**src/rtl/snr_reconfig_pkg.sv**
```systemverilog
package snr_reconfig_pkg;

  typedef enum logic [1:0] {
    ST_COUNT = 2'd0,
    ST_EVAL  = 2'd1,
    ST_REQ   = 2'd2,
    ST_WAIT  = 2'd3
  } ctrl_state_t;

endpackage

```
**src/rtl/snr_bit_window.sv**
```systemverilog
module snr_bit_window #(
  parameter int WINDOW_BITS = 250000
) (
  input  logic clk,
  input  logic rst_n,
  input  logic en,
  input  logic bit_valid,
  input  logic clr,
  output logic window_end
);

  localparam int CNT_W = $clog2(WINDOW_BITS + 1);
  localparam logic [CNT_W-1:0] LAST = CNT_W'(WINDOW_BITS - 1);

  logic [CNT_W-1:0] cnt_q;
  logic             take_bit;

  assign take_bit   = en && bit_valid;
  assign window_end = take_bit && (cnt_q == LAST);

  always_ff @(posedge clk) begin
    if (!rst_n || clr) begin
      cnt_q <= '0;
    end else if (take_bit) begin
      cnt_q <= window_end ? '0 : cnt_q + 1'b1;
    end
  end

  // counter is frozen whenever counting is disabled
  p_count_frozen_r7: assert property (@(posedge clk) disable iff (!rst_n)
    (!en && !clr) |=> $stable(cnt_q));

  // the count never passes the window's terminal value
  p_count_in_range_r2: assert property (@(posedge clk) disable iff (!rst_n)
    cnt_q <= LAST);

endmodule

```
**src/rtl/snr_nmax_table.sv**
```systemverilog
module snr_nmax_table #(
  parameter int ENTRIES = 4,
  parameter int SNR_W   = 8,
  parameter int NMAX_W  = 4
) (
  input  logic                              clk,
  input  logic                              rst_n,
  input  logic                              wr_en,
  input  logic [$clog2(ENTRIES+1)-1:0]      wr_idx,
  input  logic [SNR_W-1:0]                  wr_thresh,
  input  logic [NMAX_W-1:0]                 wr_code,
  input  logic [SNR_W-1:0]                  snr,
  output logic [NMAX_W-1:0]                 sel_code
);

  localparam int IDX_W = $clog2(ENTRIES + 1);

  logic [ENTRIES-1:0][SNR_W-1:0]  thr_q;
  logic [ENTRIES-1:0][NMAX_W-1:0] code_q;
  logic [NMAX_W-1:0]              dflt_q;
  logic                           bad_write;

  function automatic logic [SNR_W-1:0] reset_thresh(input int i);
    return SNR_W'((i + 1) << (SNR_W - 3));
  endfunction

  function automatic logic [NMAX_W-1:0] reset_code(input int i);
    return NMAX_W'(ENTRIES + 1 - i);
  endfunction

  // First entry (lowest index) whose threshold lies above the estimate wins.
  function automatic logic [NMAX_W-1:0] first_above(
    input logic [ENTRIES-1:0][SNR_W-1:0]  th,
    input logic [ENTRIES-1:0][NMAX_W-1:0] cd,
    input logic [NMAX_W-1:0]              dflt,
    input logic [SNR_W-1:0]               s
  );
    logic [NMAX_W-1:0] r;
    logic              hit;
    r   = dflt;
    hit = 1'b0;
    for (int i = 0; i < ENTRIES; i++) begin
      if (!hit && (s < th[i])) begin
        r   = cd[i];
        hit = 1'b1;
      end
    end
    return r;
  endfunction

  assign sel_code  = first_above(thr_q, code_q, dflt_q, snr);
  assign bad_write = wr_en && (int'(wr_idx) > ENTRIES);

  always_ff @(posedge clk) begin
    if (!rst_n) begin
      for (int i = 0; i < ENTRIES; i++) begin
        thr_q[i]  <= reset_thresh(i);
        code_q[i] <= reset_code(i);
      end
      dflt_q <= NMAX_W'(1);
    end else if (wr_en) begin
      for (int i = 0; i < ENTRIES; i++) begin
        if (wr_idx == IDX_W'(i)) begin
          thr_q[i]  <= wr_thresh;
          code_q[i] <= wr_code;
        end
      end
      if (wr_idx == IDX_W'(ENTRIES)) begin
        dflt_q <= wr_code;
      end
    end
  end

  // a write beyond the default slot leaves the whole table unchanged
  p_bad_index_ignored_r8: assert property (@(posedge clk) disable iff (!rst_n)
    bad_write |=> ($stable(thr_q) && $stable(code_q) && $stable(dflt_q)));

  // with no write strobe the table holds
  p_table_holds_r8: assert property (@(posedge clk) disable iff (!rst_n)
    !wr_en |=> ($stable(thr_q) && $stable(code_q) && $stable(dflt_q)));

endmodule

```
**src/rtl/snr_reconfig_fsm.sv**
```systemverilog
module snr_reconfig_fsm
  import snr_reconfig_pkg::*;
#(
  parameter int NMAX_W     = 4,
  parameter int PWRON_NMAX = 5
) (
  input  logic              clk,
  input  logic              rst_n,
  input  logic              window_end,
  input  logic [NMAX_W-1:0] sel_code,
  input  logic              cfg_done,
  output logic              cnt_en,
  output logic              cnt_clr,
  output logic              cfg_req,
  output logic [NMAX_W-1:0] target,
  output logic [NMAX_W-1:0] cur
);

  ctrl_state_t       state_q;
  logic [NMAX_W-1:0] target_q;
  logic [NMAX_W-1:0] cur_q;
  logic              code_changed;
  logic              reconf_finish;

  assign code_changed  = (sel_code != cur_q);
  assign reconf_finish = (state_q == ST_WAIT) && cfg_done;
  assign cnt_en        = (state_q == ST_COUNT);
  assign cnt_clr       = reconf_finish;
  assign cfg_req       = (state_q == ST_REQ);
  assign target        = target_q;
  assign cur           = cur_q;

  always_ff @(posedge clk) begin
    if (!rst_n) begin
      state_q  <= ST_COUNT;
      target_q <= NMAX_W'(PWRON_NMAX);
      cur_q    <= NMAX_W'(PWRON_NMAX);
    end else begin
      unique case (state_q)
        ST_COUNT: if (window_end) state_q <= ST_EVAL;
        ST_EVAL: begin
          target_q <= sel_code;
          state_q  <= code_changed ? ST_REQ : ST_COUNT;
        end
        ST_REQ:   state_q <= ST_WAIT;
        ST_WAIT: begin
          if (cfg_done) begin
            cur_q   <= target_q;
            state_q <= ST_COUNT;
          end
        end
        default:  state_q <= ST_COUNT;
      endcase
    end
  end

  // a completed window always leads to an evaluation
  p_eval_follows_window_r2: assert property (@(posedge clk) disable iff (!rst_n)
    window_end |=> (state_q == ST_EVAL));

  // a request is only ever raised for a code that differs from the loaded one
  p_req_only_on_change_r4: assert property (@(posedge clk) disable iff (!rst_n)
    cfg_req |-> (target_q != cur_q));

  // request lasts one cycle and is followed by waiting
  p_req_single_cycle_r4: assert property (@(posedge clk) disable iff (!rst_n)
    cfg_req |=> (!cfg_req && state_q == ST_WAIT));

  // loaded code moves only on a completion seen while waiting
  p_cur_holds_r6: assert property (@(posedge clk) disable iff (!rst_n)
    !reconf_finish |=> $stable(cur_q));

  // request target is written only by an evaluation
  p_target_holds_r5: assert property (@(posedge clk) disable iff (!rst_n)
    (state_q != ST_EVAL) |=> $stable(target_q));

endmodule

```
**src/rtl/snr_reconfig_ctrl.sv**
```systemverilog
module snr_reconfig_ctrl #(
  parameter int WINDOW_BITS = 250000,
  parameter int SNR_W       = 8,
  parameter int NMAX_W      = 4,
  parameter int ENTRIES     = 4,
  parameter int PWRON_NMAX  = 5
) (
  input  logic                          clk,
  input  logic                          rst_n,
  input  logic                          bit_valid,
  input  logic [SNR_W-1:0]              snr_est,
  input  logic                          tbl_we,
  input  logic [$clog2(ENTRIES+1)-1:0]  tbl_idx,
  input  logic [SNR_W-1:0]              tbl_thresh,
  input  logic [NMAX_W-1:0]             tbl_code,
  input  logic                          cfg_done,
  output logic                          cfg_req,
  output logic [NMAX_W-1:0]             cfg_nmax,
  output logic [NMAX_W-1:0]             cur_nmax
);

  logic              cnt_en;
  logic              cnt_clr;
  logic              window_end;
  logic [NMAX_W-1:0] sel_code;

  snr_bit_window #(.WINDOW_BITS(WINDOW_BITS)) u_window (
    .clk        (clk),
    .rst_n      (rst_n),
    .en         (cnt_en),
    .bit_valid  (bit_valid),
    .clr        (cnt_clr),
    .window_end (window_end)
  );

  snr_nmax_table #(.ENTRIES(ENTRIES), .SNR_W(SNR_W), .NMAX_W(NMAX_W)) u_table (
    .clk       (clk),
    .rst_n     (rst_n),
    .wr_en     (tbl_we),
    .wr_idx    (tbl_idx),
    .wr_thresh (tbl_thresh),
    .wr_code   (tbl_code),
    .snr       (snr_est),
    .sel_code  (sel_code)
  );

  snr_reconfig_fsm #(.NMAX_W(NMAX_W), .PWRON_NMAX(PWRON_NMAX)) u_fsm (
    .clk        (clk),
    .rst_n      (rst_n),
    .window_end (window_end),
    .sel_code   (sel_code),
    .cfg_done   (cfg_done),
    .cnt_en     (cnt_en),
    .cnt_clr    (cnt_clr),
    .cfg_req    (cfg_req),
    .target     (cfg_nmax),
    .cur        (cur_nmax)
  );

endmodule

```
**config.mk**
```make
export PLATFORM = sky130hd
export DESIGN_NAME = snr_reconfig_ctrl
export DESIGN_NICKNAME = d
export VERILOG_FILES = /design/src/rtl/snr_reconfig_pkg.sv /design/src/rtl/snr_bit_window.sv /design/src/rtl/snr_nmax_table.sv /design/src/rtl/snr_reconfig_fsm.sv /design/src/rtl/snr_reconfig_ctrl.sv
export SDC_FILE = /design/constraint.sdc
export NUM_CORES = 1
export LEC_CHECK = 0
export CAP_MARGIN = 20
export CORE_MARGIN = 5
export CORE_UTILIZATION = 45
export CTS_CLUSTER_DIAMETER = 60
export DETAILED_ROUTE_END_ITERATION = 12
export DONT_BUFFER_PORTS = 1
export PLACE_DENSITY_LB_ADDON = 0.08
export SYNTH_ARGS = -nofsm -noshare
export SYNTH_HDL_FRONTEND = slang
export SYNTH_SLANG_ARGS = --single-unit
```
**constraint.sdc**
```tcl
create_clock -name clk -period 5.7 [get_ports clk]
set_input_delay 0.285 -clock clk [delete_from_list [all_inputs] [get_ports clk]]
set_output_delay 0.285 -clock clk [all_outputs]
set_load 0.005 [all_outputs]
```
==> results.yml, run 1 <==
synthesis:
  synth.yosys.warnings: 0
  postSynthRegisterBits: 80
  synth.distinct_cells: 51
  async_flop_share: 0
  synthesized_instance_count: 517
  synthFlopType: "dfxtp_1"
  synth_seq_area_share: 0.3882
  syn_area_per_cell_um2: 7.979
  count_of_flip_flops_with_a_built_in_enable_after_synthesis: 0
  postSynthNetCount: 574
  netlist_area_um2: 4125
global_routing:
  largest_net_degree_at_the_start_of_global_routing: 47
  grt_antenna_before_repair: 0
  grt.overflow.total: 0
  via_count_of_the_first_global_routing_pass: 3243
  grt_pass1_wl_um: 16040
  globalRouteTotalUtil: 0.1796
routing:
  first_iter_violations: 161
  wl_per_cell_um: 15.40
  wirelength_um: 9653
  number_of_remaining_drc_errors: 0
  residual_antenna_violating_net_count_after_detailed_routing: 0
  dr.pass1.iters: 4
  dr_total_vias: 3393
  drt-vias-per-instance: 5.411
timing:
  setup_slack_ps: 3311
  rsz0062_at_grt: "no"
  timing.final.crit_share: 0.4191
  report.final.slew_viol_count: 0
  clock-skew-final_ps: 8.846
  final-setup-viol-count: 0
  final.setup.tns_ps: 0
  report.final.hold_viol_count: 0
  tightest_slew_ps: 1125
  max_slew_margin: 0.2470
  period_minus_slack_ps: 2389
  max_freq_mhz: 418.7
cts:
  postCtsResizedCells: 0
  clock_tree.htree_level_count: 3
  maximum_clock_insertion_buffer_count: 2
  clock_sinks: 80
  clock-root-buffer: "clkbuf_8"
  clkSlewWorstSetupHoldPaths_ps: 80
  tritoncts: "yes"
  clock_latency_late_sink_ps: 350
  tritoncts.num_buffers: 9
layout:
  fin_nets: 569
  final_layout_size_suffix_gt1_frac: 0.05814
  syn_to_final_growth_pct: 7.188
  insertedDiodeCount: 0
worst_hold_path:
  worstHoldPathType: "input pin to flop"
setup_path:
  worst_path_cell_chain: "inv_1, ha_1, nand2_1, nor3_1, a21o_1, mux2_4, mux2i_2, xnor2_1, o31ai_2, a211oi_2"
  signal_arrival_time_at_the_worst_endpoint_ps: 2620
  timing.critical_path.slowest_stage_cell: "a21o_1"
  critPathMaxFanout: 10
  timing.setup.critical_path_class: "flop to flop"
  slowest_delay_ps: 380
  critPathRequiredTime_ps: 5930
  setup.worst_path.end_class: "flop"
  crit_path_start_kind: "flop"
floorplanning:
  fp.dieH_um: 105.7
  boundaryPins: 37
  fp.dieW_um: 105.7
  placeableCoreArea_um2: 9109
  die_ar_um2: 11180
  floorplan.rows: 35
  floorplan.initialDensity: 0.4529
placement:
  pre_cts_slack_ps: 3326
  dp_hpwl_um: 6914
  place_congestion: 0.8008
  placement.io_buffers: 0
pwr:
  powerDensity_nw_per_um2: 256.8
  static-leakage-power_uw: 0.001672
  ir_worst_vdd_mv: 0.1362
run_status:
  outcome: "finished clean"
job:
  cap_violations: 0
cell families (layout without fill, tap and decap cells):
logic type,after synthesis,count (layout),synth area share
compound gates,106,106,0.1568
xor+xnor,24,24,0.05096
fa+ha+maj,29,29,0.08796
buf+inv,51,50,0.04852
flops,80,80,0.3882
mux,17,17,0.04610
simple gates,210,210,0.2214
critical path, delay by kind of cell, from the launching register on:
family,cells,cell delay (ps)
flip-flops,1,330
AND/OR/NAND/NOR,2,230
multiplexers,2,540
buffers and inverters,1,40
XOR/XNOR,1,110
adder cells (fa/ha/maj),1,290
AO/OA/AOI/OAI,3,730
what timing repair did:
action | CTS | global route
endpoints found under the hold margin | 7 | 0
hold buffers | 2 | 0
buffers inserted | 0 | 0
final timing paths:
path / startpoint / endpoint / slack, ps / depth (start not counted)
worst max-delay path: u_table.thr_q[15] / flop / 3310 / 10
worst min-delay path: rst_n / u_table.thr_q[31] / 30 / 1
worst max register to register: u_table.thr_q[15] / flop / 3310 / 10
worst min register to register: u_table.thr_q[8] / u_table.thr_q[8] / 460 / 2
layout by cell type, fill, tap and decap left out, types with 4 or more instances in the layout:
cell / synthesis / layout
xnor2_1: 11 / 11
clkbuf_8: 0 / 9
a21oi_1: 55 / 55
mux2i_1: 12 / 12
ha_1: 29 / 29
inv_1: 31 / 31
or3_1: 5 / 5
dfxtp_1: 80 / 80
and3_1: 4 / 4
a21o_1: 4 / 4
o21ai_0: 17 / 17
nand2_1: 118 / 118
nand3_1: 18 / 18
nor3_1: 4 / 4
o211ai_1: 7 / 7
xor2_1: 13 / 13
nor2_1: 38 / 38
layout make-up:
| type | instances | area, um^2 |
|---|---|---|
| fill | 951 | 4687 |
| multi-input combinational | 386 | 2323 |
| sequential | 80 | 1602 |
| tap | 111 | 138.9 |
| clock buffer | 10 | 127.6 |
| inverter | 32 | 120.1 |
| clock inverter | 5 | 82.58 |
| timing repair buffer | 3 | 27.53 |
sequential cells by signal, summed over array words and instances, names as in the netlist, named ones only:
name	flops
u_table.dflt_q	4
u_fsm.target	4
u_window.cnt_q	18
u_table.thr_q	32
u_fsm.state_q	1
u_table.code_q	16
u_fsm.cur	4
cell usage after synthesis (4+ instances only):
cell type / n / area, um^2
nand2_1: 118 / 442.9
dfxtp_1: 80 / 1602
a21oi_1: 55 / 275.3
nor2_1: 38 / 142.6
inv_1: 31 / 116.4
ha_1: 29 / 362.9
nand3_1: 18 / 90.09
o21ai_0: 17 / 85.08
clkbuf_1: 15 / 56.30
xor2_1: 13 / 113.9
mux2i_1: 12 / 120.1
xnor2_1: 11 / 96.34
o211ai_1: 7 / 52.55
or3_1: 5 / 31.28
a21o_1: 4 / 30.03
and3_1: 4 / 25.02
nor3_1: 4 / 20.02
per-stage QoR:
step / cell area, um^2 / utilization / total power, uW / cells / hold slack, ps
6_report: 4422 / 0.4854 / 1135 / 627 / 27.97
5_1_grt: 4422 / 0.4854 / 1190 / 627 / 13.74
4_1_cts: 4422 / 0.4854 / 1149 / 627 / 18.05
3_5_place_dp: 4192 / 0.4602 / 693.2 / 610 / 360.7
3_3_place_gp: 4192 / 0.4602 / 690.4 / 610 / 353.3
2_1_floorplan: 4125 / - / 673.2 / 517 / 409.0
power breakdown:
group / switching (uW) / internal (uW)
Clock: 207 / 245
Combinational: 64.3 / 43.8
Sequential: 6.15 / 568
per-layer routing:
metal	vias to the layer above	part of all wire	global-route usage
met5	-	0	0
met4	0	0.012	0.05643
met3	10	0.075	0.04348
met2	87	0.46	0.2869
met1	1559	0.45	0.2394
li1	1737	-	-
No activity file was read; power rests on OpenSTA's default activity.
==> run 2, diff against run 1 <==
Clock period 5.7 ns to 2.38 ns, I/O delays scaled along.
==> run 2 against run 1 <==
  * Worst setup slack got worse by 3200 ps
  * Via count grew 1.6%
  * First-iteration DRC count decreased by 14%
  * Fmax rose by 5.6%
==> results.yml, run 2 (synthesized netlist as in run 1, its figures left out) <==
layout:
  most-common-layout-cells: "nand2_1, dfxtp_1, a21oi_1, nor2_1, inv_1"
  layout_commonest_cell: "nand2_1"
  biggestRegsByFlops: "u_table.thr_q: 32 flops, u_window.cnt_q: 18 flops, u_table.code_q: 16 flops"
  layoutNonFillerInstCount: 650
  final_layout_size_suffix_gt1_frac: 0.08534
  insertedDiodeCount: 0
  syn_to_final_growth_pct: 12.44
  fillCellCount: 921
  largest_register_ffs: 32
  seqCellArea_um2: 1603
  regMostFlops: "u_table.thr_q"
  fin_nets: 591
  multi_input_area_um2: 2366
global_routing:
  grt_pass1_wl_um: 16130
  grt_antenna_before_repair: 0
  globalRouteTotalUtil: 0.1809
  via_count_of_the_first_global_routing_pass: 3339
  grt.overflow.total: 0
  largest_net_degree_at_the_start_of_global_routing: 47
floorplanning:
  die_ar_um2: 11180
  floorplan.rows: 35
  boundaryPins: 37
  floorplan.initialDensity: 0.4529
  placeableCoreArea_um2: 9109
  fp.dieH_um: 105.7
  fp.dieW_um: 105.7
setup_path:
  timing.setup.critical_path_class: "flop to flop"
  critPathRequiredTime_ps: 2610
  startpoint_of_the_most_critical_register_to_register_path: "u_table.thr_q[17]"
  signal_arrival_time_at_the_worst_endpoint_ps: 2500
  worst-r2r-cell-count: 9
  timing.critical_path.slowest_stage_cell: "a2111o_1"
  critPathLaunch: "u_table.thr_q[17]"
  timing.critical_path.buf_inv: 1
  regToRegSetupSlack_ps: 120
  crit_path_start_kind: "flop"
  critical-path-top-delay-family: "compound AO/OA/AOI/OAI gates"
  critPathMaxFanout: 3
  cp_num_cells: 9
  worst_path_cell_chain: "inv_1, ha_1, a2111o_1, a21oi_2, o21ai_2, mux2_4, mux2_4, a21oi_2, o31ai_1"
  crit-reg2reg-capture: "u_fsm.target[0]"
  setup.worst_path.end_class: "flop"
  slowest_delay_ps: 390
  crit_end: "u_fsm.target[0]"
placement:
  placement.io_buffers: 0
  place_inst: 617
  dp_hpwl_um: 6990
  pre_cts_slack_ps: 48.47
  place_congestion: 0.7926
routing:
  wl_per_cell_um: 14.89
  dr.pass1.iters: 4
  first_iter_violations: 139
  number_of_remaining_drc_errors: 0
  residual_antenna_violating_net_count_after_detailed_routing: 0
  dr_total_vias: 3447
  wirelength_um: 9680
  drt-vias-per-instance: 5.303
timing:
  clock-skew-final_ps: 11.10
  period_minus_slack_ps: 2263
  report.final.slew_viol_count: 0
  rsz0062_at_grt: "yes"
  timing.final.crit_share: 0.9508
  max_freq_mhz: 441.9
  max_slew_margin: 0.4496
  tightest_slew_ps: 825.7
  report.final.hold_viol_count: 0
  final.setup.tns_ps: 0
  hold-worst-slack_ps: 99.75
  setup_slack_ps: 117.1
  final-setup-viol-count: 0
cts:
  maximum_clock_insertion_buffer_count: 2
  clkSlewWorstSetupHoldPaths_ps: 90
  clock_sinks: 80
  tritoncts.num_buffers: 9
  clock-root-buffer: "clkbuf_8"
  tritoncts: "yes"
  clock_latency_late_sink_ps: 360
  clock_tree.htree_level_count: 3
pwr:
  powerDensity_nw_per_um2: 565.6
  ir_worst_vdd_mv: 0.3071
  static-leakage-power_uw: 0.001753
job:
  cap_violations: 0
worst_hold_path:
  worstHoldPathType: "input pin to flop"
  hold_path_depth: 3
run_status:
  outcome: "finished clean"
==> run 2: changes by cell type in the layout (fill, tap and decap cells not counted), sizes merged, moves of 2 or more <==
| cell | delta |
|---|---|
| dlygate4sd3 | +13 |
| buf | +9 |
| clkinvlp | +3 |
| bufinv | -2 |
| clkinv | -2 |
==> run 2: cell type report <==
cell class                 count  share of cell area
clock buffer                  11             0.03048
clock inverter                 5            0.008632
inverter                      32             0.02590
multi-input combinational    386              0.5101
sequential                    80              0.3456
tap                          111             0.02994
timing repair buffer          25             0.04937
==> run 2: how the worst min path moves through the flow <==
stage                            from                  to  slack [ps]
after floorplan           tbl_code[1]  u_table.code_q[13]         240
after global routing        bit_valid   u_window.cnt_q[1]         120
after CTS                   bit_valid   u_window.cnt_q[1]          80
after global placement          rst_n        u_fsm.cur[2]         190
after detailed placement        rst_n        u_fsm.cur[0]         190
final                           rst_n  u_window.cnt_q[13]         100
==> run 2: timing repair <==
item / CTS / global route
hold buffers: 15 / 0
endpoints found under the setup margin: 0 / 5
setup buffers: 0 / 2
endpoints found under the hold margin: 60 / 0
gates resized for setup: 0 / 9
==> run 2: tightest hold or removal path, cell delays in order <==
cell and delay (ps):
nand3_1 50, buf_4 200, a21oi_1 50
==> run 2: stage by stage <==
| step | cell area (um^2) | util | power, uW |
|---|---|---|---|
| final | 4638 | 0.5092 | 2623 |
| after floorplan | 4125 | - | 1612 |
| after CTS | 4576 | 0.5023 | 2642 |
| after global placement | 4244 | 0.4659 | 1661 |
| after global routing | 4638 | 0.5092 | 2756 |
| after detailed placement | 4244 | 0.4659 | 1667 |
==> run 2: per-layer routing <==
layer,part of all wire,vias to the layer above,global-route usage
met1,0.46,1577,0.2302
met5,0,-,0
met2,0.47,67,0.3037
met4,0.015,0,0.05550
li1,-,1788,-
met3,0.054,15,0.04225
==> run 2: report_power, final <==
group | switching [uW] | total [uW] | internal [uW] | leakage, uW
combinational | 179 | 316 | 137 | 0.00102
sequential | 14.7 | 1380 | 1360 | 0.000648
clock | 518 | 931 | 413 | 0.0000822
total | 712 | 2620 | 1910 | 0.00175
==> run 3, diff against run 2 <==
Settings changed: CTS_CLUSTER_SIZE from default to 16, REMOVE_ABC_BUFFERS from default to 1.
==> run 3 against run 2 <==
  * Register-to-register slack lost 40 ps
  * Sequential power is essentially flat
  * Die area unchanged
  * Global-route usage is 0.32 points higher
  * Clock power grew 5.9%
  * Clock skew fell by 0.80 ps
  * Non-clock buffer count is 1 higher
  * Worst hold slack lost 9.8 ps
==> results.yml, run 3 (synthesized netlist as in run 1, its figures left out) <==
layout:
  fillCellCount: 908
  largest_register_ffs: 32
  most-common-layout-cells: "nand2_1, dfxtp_1, a21oi_1, nor2_1, inv_1"
  layout_commonest_cell: "nand2_1"
  seqCellArea_um2: 1602
  final_core_util: 0.5122
  regMostFlops: "u_table.thr_q"
  multi_input_area_um2: 2384
  insertedDiodeCount: 0
  syn_to_final_growth_pct: 13.10
  final_layout_size_suffix_gt1_frac: 0.08704
  fin_nets: 593
  biggestRegsByFlops: "u_table.thr_q: 32 flops, u_window.cnt_q: 18 flops, u_table.code_q: 16 flops"
  layoutNonFillerInstCount: 651
timing:
  tightest_slew_ps: 839.1
  max_slew_margin: 0.4398
  max_freq_mhz: 434.9
  final.setup.tns_ps: 0
  period_minus_slack_ps: 2299
  rsz0062_at_grt: "yes"
  final-setup-viol-count: 0
  report.final.hold_viol_count: 0
  timing.final.crit_share: 0.9662
  clock-skew-final_ps: 10.30
  report.final.slew_viol_count: 0
cts:
  tritoncts: "yes"
  maximum_clock_insertion_buffer_count: 2
  clock_sinks: 80
  clkSlewWorstSetupHoldPaths_ps: 90
  clock-root-buffer: "clkbuf_8"
  tritoncts.num_buffers: 9
  clock_latency_late_sink_ps: 360
  clock_tree.htree_level_count: 3
setup_path:
  crit_path_start_kind: "flop"
  worst_path_cell_chain: "inv_1, ha_1, a2111o_1, a21oi_2, o21ai_2, mux2_4, mux2_4, a21oi_2, o31ai_1"
  setup.worst_path.end_class: "flop"
  critPathRequiredTime_ps: 2610
  timing.critical_path.slowest_stage_cell: "a2111o_1"
  timing.setup.critical_path_class: "flop to flop"
  worst-r2r-cell-count: 9
  regToRegSetupSlack_ps: 80
  startpoint_of_the_most_critical_register_to_register_path: "u_table.thr_q[17]"
  critical-path-top-delay-family: "compound AO/OA/AOI/OAI gates"
  cp_num_cells: 9
  signal_arrival_time_at_the_worst_endpoint_ps: 2530
  timing.critical_path.buf_inv: 1
  crit-reg2reg-capture: "u_fsm.target[0]"
  slowest_delay_ps: 390
  critPathMaxFanout: 4
floorplanning:
  boundaryPins: 37
  die_ar_um2: 11180
  placeableCoreArea_um2: 9109
  fp.dieH_um: 105.7
  floorplan.rows: 35
  floorplan.initialDensity: 0.4529
  fp.dieW_um: 105.7
global_routing:
  grt_antenna_before_repair: 0
  via_count_of_the_first_global_routing_pass: 3295
  globalRouteTotalUtil: 0.1842
  largest_net_degree_at_the_start_of_global_routing: 47
  grt.overflow.total: 0
  grt_pass1_wl_um: 16390
pwr:
  power_uw: 2691
  static-leakage-power_uw: 0.001764
  powerDensity_nw_per_um2: 576.7
  ir_worst_vdd_mv: 0.4088
routing:
  drt-vias-per-instance: 5.330
  number_of_remaining_drc_errors: 0
  residual_antenna_violating_net_count_after_detailed_routing: 0
  dr.pass1.iters: 5
  first_iter_violations: 115
  dr_total_vias: 3470
  wirelength_um: 10090
  wl_per_cell_um: 15.49
placement:
  placement.io_buffers: 0
  place_congestion: 0.8635
  dp_hpwl_um: 7071
  place_inst: 617
worst_hold_path:
  timing.hold.worst.start: "bit_valid"
  hold_path_depth: 3
  worstHoldPathType: "input pin to flop"
  min_to: "u_window.cnt_q[1]"
run_status:
  outcome: "finished clean"
job:
  cap_violations: 0
-- run 3: cell count changes in the layout (fill, tap and decap cells not counted), sizes merged --
cell         before  now
clkinv            1    2
nand3            19   20
inv              33   32
clkinvlp          3    2
dlygate4sd3      15   16
bufinv            0    1
clkbuf           11   10
-- run 3: worst max path at each step --
stage	start	end
after floorplan	u_table.thr_q[2]	flop
after global placement	u_table.thr_q[2]	flop
after detailed placement	u_table.thr_q[2]	flop
after CTS	u_table.thr_q[9]	flop
after global routing	u_table.thr_q[17]	flop
final	u_table.thr_q[17]	u_fsm.target[0]
-- run 3: report_power, final --
part | switching (uW) | internal, uW
logic | 188 | 140
clock network | 507 | 479
registers | 15.1 | 1360
-- run 3: final cells by class --
cell class / count / share of cell area
multi-input cells: 387 / 0.5109
clock buffers: 10 / 0.02735
clock inverters: 5 / 0.01260
well taps: 111 / 0.02977
flip-flops and latches: 80 / 0.3433
inverters: 32 / 0.02574
repair buffers: 26 / 0.05042
-- run 3: worst reg2reg max path: stages, from the launching register on --
cell and delay [ps]:
dfxtp_1 330, inv_1 40, ha_1 270, a2111o_1 390, a21oi_2 190, o21ai_2 150
mux2_4 320, mux2_4 260, a21oi_2 140, o31ai_1 80
-- run 3: timing repair --
item                                   4_1_cts  5_1_grt
setup endpoints to repair                    0        4
endpoints found under the hold margin       60        0
gates resized for setup                      0       11
buffers inserted                             0        2
hold buffers                                16        0
-- run 3: metal layers --
metal	vias to the layer above	share of wire	track usage
li1	1796	-	-
met1	1615	0.48	0.2374
met4	0	0.016	0.05088
met5	-	0	0
met2	44	0.47	0.3074
met3	15	0.034	0.04409
-- run 3: per-stage QoR --
step | area, um^2 | worst slack (ps) | hold slack [ps]
after global placement | 4244 | 88.55 | 186.2
after global routing | 4666 | -22.75 | 93.57
after CTS | 4591 | 46.09 | 74.81
after floorplan | 4045 | -293.5 | 180.9
after detailed placement | 4244 | 74.50 | 191.2
final | 4666 | 80.54 | 89.99
